**config.mk**
```make
export PLATFORM = sky130hd
export DESIGN_NAME = acc_alu
export DESIGN_NICKNAME = d
export VERILOG_FILES = /design/src/rtl/acc_alu_pkg.sv /design/src/rtl/acc_alu_addsub.sv /design/src/rtl/acc_alu_logic.sv /design/src/rtl/acc_alu_step.sv /design/src/rtl/acc_alu.sv
export SDC_FILE = /design/constraint.sdc
export NUM_CORES = 1
export LEC_CHECK = 0
export ABC_AREA = 1
export ABC_CLOCK_PERIOD_IN_PS = 800
export BUFFER_PORTS_ARGS = -buffer_cell sky130_fd_sc_hd__buf_4
export CAP_MARGIN = 20
export CORE_ASPECT_RATIO = 0.6
export CORE_MARGIN = 2
export CORE_UTILIZATION = 25
export DETAILED_ROUTE_END_ITERATION = 8
export GPL_TIMING_DRIVEN = 0
export PLACE_DENSITY = 0.49
export SYNTH_ARGS = -nofsm -noshare
export SYNTH_HDL_FRONTEND = slang
export SYNTH_SLANG_ARGS = --single-unit
```
**constraint.sdc**
```tcl
create_clock -name clk_i -period 0.8 [get_ports clk_i]
set_input_delay 0.12 -clock clk_i [delete_from_list [all_inputs] [get_ports clk_i]]
set_output_delay 0.12 -clock clk_i [all_outputs]
set_load 0.1 [all_outputs]
```
**src/rtl/acc_alu_pkg.sv**
```systemverilog
package acc_alu_pkg;
  localparam int OP_W = 4;
  localparam int FLAG_W = 8;
  localparam int NIB_W = 4;

  typedef enum logic [OP_W-1:0] {
    OP_ADD = 4'd0,
    OP_ADC = 4'd1,
    OP_SUB = 4'd2,
    OP_SBC = 4'd3,
    OP_CMP = 4'd4,
    OP_AND = 4'd5,
    OP_XOR = 4'd6,
    OP_OR  = 4'd7,
    OP_INC = 4'd8,
    OP_DEC = 4'd9
  } alu_op_e;

  localparam int FL_C  = 0;
  localparam int FL_N  = 1;
  localparam int FL_PV = 2;
  localparam int FL_H  = 4;
  localparam int FL_Z  = 6;
  localparam int FL_S  = 7;

  localparam logic [FLAG_W-1:0] FL_UNUSED = 8'h28;

  localparam logic [1:0] LG_AND = 2'd0;
  localparam logic [1:0] LG_XOR = 2'd1;
  localparam logic [1:0] LG_OR  = 2'd2;
endpackage

```
**src/rtl/acc_alu_addsub.sv**
```systemverilog
module acc_alu_addsub
  import acc_alu_pkg::*;
#(
  parameter int DATA_W = 8
) (
  input  logic [DATA_W-1:0] a_i,
  input  logic [DATA_W-1:0] b_i,
  input  logic              cin_i,
  input  logic              sub_i,
  output logic [DATA_W-1:0] res_o,
  output logic              c_o,
  output logic              h_o,
  output logic              v_o
);
  localparam int MSB = DATA_W - 1;

  logic [DATA_W:0] full;
  logic [NIB_W:0]  low;

  always_comb begin
    if (sub_i) begin
      full = {1'b0, a_i} - {1'b0, b_i} - {{DATA_W{1'b0}}, cin_i};
      low  = {1'b0, a_i[NIB_W-1:0]} - {1'b0, b_i[NIB_W-1:0]} - {{NIB_W{1'b0}}, cin_i};
    end else begin
      full = {1'b0, a_i} + {1'b0, b_i} + {{DATA_W{1'b0}}, cin_i};
      low  = {1'b0, a_i[NIB_W-1:0]} + {1'b0, b_i[NIB_W-1:0]} + {{NIB_W{1'b0}}, cin_i};
    end
  end

  assign res_o = full[DATA_W-1:0];
  // top bit of a 1-bit-extended op is carry for add, borrow for subtract
  assign c_o = full[DATA_W];
  assign h_o = low[NIB_W];
  // signed overflow: operands agree (add) or differ (sub) in sign and result sign flips
  assign v_o = ((a_i[MSB] ^ b_i[MSB]) == sub_i) && (res_o[MSB] != a_i[MSB]);
endmodule

```
**src/rtl/acc_alu_logic.sv**
```systemverilog
module acc_alu_logic
  import acc_alu_pkg::*;
#(
  parameter int DATA_W = 8
) (
  input  logic [DATA_W-1:0] a_i,
  input  logic [DATA_W-1:0] b_i,
  input  logic [1:0]        sel_i,
  output logic [DATA_W-1:0] res_o,
  output logic              h_o,
  output logic              par_o
);
  always_comb begin
    unique case (sel_i)
      LG_AND:  res_o = a_i & b_i;
      LG_XOR:  res_o = a_i ^ b_i;
      default: res_o = a_i | b_i;
    endcase
  end

  assign h_o   = (sel_i == LG_AND);
  assign par_o = ~^res_o;
endmodule

```
**src/rtl/acc_alu_step.sv**
```systemverilog
module acc_alu_step
  import acc_alu_pkg::*;
#(
  parameter int DATA_W = 8
) (
  input  logic [DATA_W-1:0] a_i,
  input  logic              dec_i,
  output logic [DATA_W-1:0] res_o,
  output logic              h_o,
  output logic              v_o
);
  localparam logic [DATA_W-1:0] ONE  = {{(DATA_W-1){1'b0}}, 1'b1};
  localparam logic [DATA_W-1:0] SMIN = {1'b1, {(DATA_W-1){1'b0}}};
  localparam logic [DATA_W-1:0] SMAX = {1'b0, {(DATA_W-1){1'b1}}};

  assign res_o = dec_i ? (a_i - ONE) : (a_i + ONE);
  assign h_o   = dec_i ? (res_o[NIB_W-1:0] == {NIB_W{1'b1}})
                       : (res_o[NIB_W-1:0] == {NIB_W{1'b0}});
  assign v_o   = dec_i ? (res_o == SMAX) : (res_o == SMIN);
endmodule

```
**src/rtl/acc_alu.sv**
```systemverilog
module acc_alu
  import acc_alu_pkg::*;
#(
  parameter int DATA_W = 8
) (
  input  logic              clk_i,
  input  logic              rst_ni,
  input  logic [OP_W-1:0]   op_i,
  input  logic [DATA_W-1:0] acc_i,
  input  logic [DATA_W-1:0] opnd_i,
  input  logic [FLAG_W-1:0] flags_i,
  output logic [DATA_W-1:0] res_o,
  output logic              wr_en_o,
  output logic [FLAG_W-1:0] flags_o
);
  localparam int MSB = DATA_W - 1;

  alu_op_e op;
  assign op = alu_op_e'(op_i);

  logic as_sub, as_cin;
  logic [DATA_W-1:0] as_res, lg_res, st_res;
  logic as_c, as_h, as_v, lg_h, lg_par, st_h, st_v;
  logic [1:0] lg_sel;

  assign as_sub = (op == OP_SUB) || (op == OP_SBC) || (op == OP_CMP);
  assign as_cin = ((op == OP_ADC) || (op == OP_SBC)) && flags_i[FL_C];

  always_comb begin
    unique case (op)
      OP_XOR:  lg_sel = LG_XOR;
      OP_OR:   lg_sel = LG_OR;
      default: lg_sel = LG_AND;
    endcase
  end

  acc_alu_addsub #(.DATA_W(DATA_W)) u_addsub (
    .a_i(acc_i), .b_i(opnd_i), .cin_i(as_cin), .sub_i(as_sub),
    .res_o(as_res), .c_o(as_c), .h_o(as_h), .v_o(as_v)
  );

  acc_alu_logic #(.DATA_W(DATA_W)) u_logic (
    .a_i(acc_i), .b_i(opnd_i), .sel_i(lg_sel),
    .res_o(lg_res), .h_o(lg_h), .par_o(lg_par)
  );

  acc_alu_step #(.DATA_W(DATA_W)) u_step (
    .a_i(acc_i), .dec_i(op == OP_DEC),
    .res_o(st_res), .h_o(st_h), .v_o(st_v)
  );

  logic [DATA_W-1:0] res_d, zs_src;
  logic              wr_d, pass_d;
  logic              c_d, h_d, pv_d, n_d;
  logic [FLAG_W-1:0] flags_d;

  always_comb begin
    res_d  = acc_i;
    zs_src = acc_i;
    wr_d   = 1'b0;
    pass_d = 1'b0;
    c_d    = flags_i[FL_C];
    h_d    = 1'b0;
    pv_d   = 1'b0;
    n_d    = 1'b0;
    unique case (op)
      OP_ADD, OP_ADC, OP_SUB, OP_SBC: begin
        res_d = as_res; zs_src = as_res; wr_d = 1'b1;
        c_d = as_c; h_d = as_h; pv_d = as_v; n_d = as_sub;
      end
      OP_CMP: begin
        zs_src = as_res;
        c_d = as_c; h_d = as_h; pv_d = as_v; n_d = 1'b1;
      end
      OP_AND, OP_XOR, OP_OR: begin
        res_d = lg_res; zs_src = lg_res; wr_d = 1'b1;
        c_d = 1'b0; h_d = lg_h; pv_d = lg_par;
      end
      OP_INC, OP_DEC: begin
        res_d = st_res; zs_src = st_res; wr_d = 1'b1;
        h_d = st_h; pv_d = st_v; n_d = (op == OP_DEC);
      end
      default: pass_d = 1'b1;
    endcase
  end

  always_comb begin
    if (pass_d) begin
      flags_d = flags_i & ~FL_UNUSED;
    end else begin
      flags_d        = '0;
      flags_d[FL_S]  = zs_src[MSB];
      flags_d[FL_Z]  = (zs_src == '0);
      flags_d[FL_H]  = h_d;
      flags_d[FL_PV] = pv_d;
      flags_d[FL_N]  = n_d;
      flags_d[FL_C]  = c_d;
    end
  end

  logic seen_q;

  always_ff @(posedge clk_i or negedge rst_ni) begin
    if (!rst_ni) begin
      res_o   <= '0;
      wr_en_o <= 1'b0;
      flags_o <= '0;
      seen_q  <= 1'b0;
    end else begin
      res_o   <= res_d;
      wr_en_o <= wr_d;
      flags_o <= flags_d;
      seen_q  <= 1'b1;
    end
  end

  p_undoc_zero_r1: assert property (@(posedge clk_i) disable iff (!rst_ni)
    (flags_o[5] == 1'b0) && (flags_o[3] == 1'b0));

  p_add_n_clear_r2: assert property (@(posedge clk_i) disable iff (!rst_ni)
    seen_q && ($past(op_i) == OP_ADD || $past(op_i) == OP_ADC) |-> !flags_o[FL_N]);

  p_sub_n_set_r3: assert property (@(posedge clk_i) disable iff (!rst_ni)
    seen_q && ($past(op_i) == OP_SUB || $past(op_i) == OP_SBC) |-> flags_o[FL_N]);

  p_cmp_hold_r4: assert property (@(posedge clk_i) disable iff (!rst_ni)
    seen_q && ($past(op_i) == OP_CMP) |-> !wr_en_o && (res_o == $past(acc_i)));

  p_logic_clr_r5: assert property (@(posedge clk_i) disable iff (!rst_ni)
    seen_q && ($past(op_i) == OP_AND || $past(op_i) == OP_XOR || $past(op_i) == OP_OR)
    |-> !flags_o[FL_C] && !flags_o[FL_N]);

  p_step_carry_r6: assert property (@(posedge clk_i) disable iff (!rst_ni)
    seen_q && ($past(op_i) == OP_INC || $past(op_i) == OP_DEC)
    |-> flags_o[FL_C] == $past(flags_i[FL_C]));

  p_zero_sign_r7: assert property (@(posedge clk_i) disable iff (!rst_ni)
    wr_en_o |-> (flags_o[FL_Z] == (res_o == '0)) && (flags_o[FL_S] == res_o[MSB]));

  p_undef_r9: assert property (@(posedge clk_i) disable iff (!rst_ni)
    seen_q && ($past(op_i) > 4'd9) |-> !wr_en_o && (flags_o == ($past(flags_i) & 8'hD7)));
endmodule

```
==> results.sh <==
export IMPL_vias=3465
export IMPL_dp_hpwl_mm=8.71
export IMPL_setup_ws_ns=-1.34
export IMPL_p_leak_nw=2.34
export IMPL_layout_drive_gt1_share=0.346
export IMPL_clkTransAtPathRegs_ns=0.04
export IMPL_numCtsBuffers=3
export IMPL_antennaDiodeCount=0
export IMPL_finalSetupViolCount=30
export IMPL_die_w_um=145
export IMPL_peakVddDrop_mv=0.724
export IMPL_grt_usage=0.167
export IMPL_switching_share=0.490
export IMPL_path_cells="buf_6 -> nor2_4 -> nand3_4 -> fa_2 -> fa_2 -> nor2_4 -> o21bai_4 -> or2_4 -> nand3_2 -> nand2_2 -> nor2_1 -> nand2_1 -> nand2_1 -> nand4_1 -> nand2_1"
export IMPL_synth_top_cells_by_area="nand2_1 (21%), ha_1 (16%), dfrtp_1 (13%), inv_1 (11%), nand3_1 (9.8%)"
export IMPL_crit_type="in -> reg"
export IMPL_critPathCaptureType="flop"
export IMPL_synthCells=503
export IMPL_initial_core_util=0.260
export IMPL_fin_setup_tns_ns=-17.32
export IMPL_synth_seq_area_share=0.126
export IMPL_drtIter0Drc=296
export IMPL_grt_pass1_vias=3155
export IMPL_fp_row_count=30
export IMPL_synth_top_cell_by_area="nand2_1"
export IMPL_power_switching_w=0.00277
export IMPL_fmaxAchievable_mhz=467
export IMPL_core_area_um2=11400
export IMPL_ioPinCount=47
export IMPL_yosysWarnings=0
export IMPL_yosysUniqueCellTypes=33
export IMPL_cts_sinks=15
export IMPL_ant_nets=0
export IMPL_cellPowerDensity_nw_per_um2=1260
export IMPL_status="finished, violations left"
export IMPL_finalCriticalPeriod_ns=2.14
export IMPL_portBuffers=41
export IMPL_grt_max_degree=16
export IMPL_synth_seq_cells=15
export IMPL_holdWs_ns=0.0880
export IMPL_yosys_area_top_type_share=0.213
export IMPL_rsz0062_at_grt="yes"
export IMPL_grt_ovfl_total=0
export IMPL_cts_tree="built"
export IMPL_yosysMostFrequentCell="nand2_1"
export IMPL_wl_mm=10.6
export IMPL_avgSynthCellArea_um2=5.92
export IMPL_p_seq_frac=0.166
export IMPL_clock_path_buffers=2
export IMPL_synth_edff_count=0
export IMPL_nets=655
export IMPL_clockPowerShare=0.166
export IMPL_syn_to_final_growth_pct=51.0
export IMPL_violations="setup timing"
export IMPL_die_y_um=88.5
export IMPL_finalHoldViolCount=0
export IMPL_layout_worst_path_cycle_share=2.68
export IMPL_cts_root_buf="clkbuf_16"
export IMPL_hp_class="in -> reg"
export IMPL_place_gp_congestion=0.884
export IMPL_vias_per_cell=4.68
export IMPL_die_area_um2=12800
export IMPL_cpPeakStageDelay_ns=0.39
export IMPL_required_ns=0.97
export IMPL_drv_slew=0
export IMPL_crit_top_cell="nand2_1"
export IMPL_comb_power_share=0.668
export IMPL_grt_pass1_wl_mm=16.4
export IMPL_internal_power_w=0.00289
export IMPL_cp_data_arrival_time_ns=2.31
export IMPL_drc=0
export IMPL_antenna_found_initial=2
export IMPL_worstPathMaxFanout=5
export IMPL_ys_flop_type="dfrtp_1"
export IMPL_drt_pre_antenna_iters=5
export IMPL_wl_per_cell_um=14.4
export IMPL_synthTopCellsByCount="nand2_1 (169), inv_1 (85), nand3_1 (58)"
export IMPL_slowest_stage="fa_2"
export IMPL_netlist_area_um2=2980
export IMPL_critPathLaunchType="input port"
export IMPL_ys_async_sr_fraction=1.00
export IMPL_cts_htree_levels=1
export IMPL_max_cap_viol_count=0
layout by cell type, fill, tap and decap left out, types with 4 or more instances in the layout:
cell,netlist,routed
a21oi_1,18,10
a21oi_2,0,6
buf_12,0,7
buf_4,2,50
buf_6,3,15
buf_8,0,6
dfrtp_2,0,14
fa_2,0,5
ha_1,38,28
ha_4,0,9
inv_1,85,75
inv_2,3,8
nand2_1,169,154
nand2_2,5,16
nand2_4,2,5
nand3_1,58,50
nand3_2,6,13
nand3b_1,4,4
nand4_1,7,7
nor2_1,38,32
nor2_4,3,9
o21ai_0,16,6
o21ai_2,2,10
per-layer routing:
layer | part of all wire | global-route usage | vias up
met5 | 0 | 0 | -
met4 | 0.010 | 0.0265 | 0
met3 | 0.071 | 0.0206 | 7
met2 | 0.38 | 0.238 | 114
met1 | 0.54 | 0.268 | 1606
li1 | - | - | 1738
through the flow:
| step | std cells | area, um^2 | util | setup WS [ns] | power, W |
|---|---|---|---|---|---|
| 6_report | 741 | 4490 | 0.393 | -1.34 | 0.00566 |
| 3_5_place_dp | 705 | 3680 | 0.322 | -1.89 | 0.00399 |
| 3_3_place_gp | 705 | 3680 | 0.322 | -1.89 | 0.00395 |
| 2_1_floorplan | 504 | 3170 | - | -1.31 | 0.00316 |
| 4_1_cts | 734 | 4310 | 0.376 | -1.30 | 0.00547 |
| 5_1_grt | 741 | 4490 | 0.393 | -1.48 | 0.00601 |
logic make-up after synthesis:
family,synth area share
simple gates,0.448
buf+inv,0.131
compound gates,0.0799
fa+ha+maj,0.193
flops,0.126
xor+xnor,0.0206
other cells,0.00126
sequential cells by signal, summed over array words and instances, names as in the netlist:
| signal | count |
|---|---|
| flags_o | 6 |
| res_o | 8 |
| wr_en_o | 1 |
power groups by stage:
stage                     combinational, W  sequential (W)  clock [W]
after global placement             0.00304        0.000917          0
after CTS                          0.00357        0.000937   0.000960
after global routing               0.00406        0.000947    0.00100
after detailed placement           0.00307        0.000921          0
after floorplan                    0.00149         0.00167          0
final                              0.00378        0.000939   0.000939
path summary, 6_finish.rpt:
kind	slack (ns)	endpoint	cells past startpoint	start
worst max-delay path	-1.34	flags_o[6]	15	op_i[2]
min in group asynchronous	0.27	wr_en_o	2	rst_ni
max in group asynchronous	0.35	flags_o[4]	2	rst_ni
worst min-delay path	0.09	flags_o[6]	3	flags_i[6]
final cells by class:
class                           instances  area (um^2)
Fill cell                            1180         6950
Inverter                               88          354
Tap cell                              160          200
Clock buffer                            4         78.8
Multi-Input combinational cell        394         2680
Timing Repair Buffer                   73          707
Sequential cell                        15          393
Buffer                                  7         82.6
worst max-delay path: cells and delay by family:
family | cells | cell delay, ns
adders and majority gates | 2 | 0.78
and+or+nand+nor | 11 | 1.21
buffers and inverters | 1 | 0.12
AOI/OAI and AO/OA | 1 | 0.08
what timing repair did:
| item | 4_1_cts | 5_1_grt |
|---|---|---|
| resized for setup | 97 | 25 |
| endpoints found under the hold margin | 15 | 0 |
| cloned | 0 | 0 |
| setup buffers | 24 | 8 |
| hold buffers | 1 | 0 |
| pin swaps | 44 | 14 |
| endpoints found under the setup margin | 30 | 30 |
(Power assumes the default switching activity.)
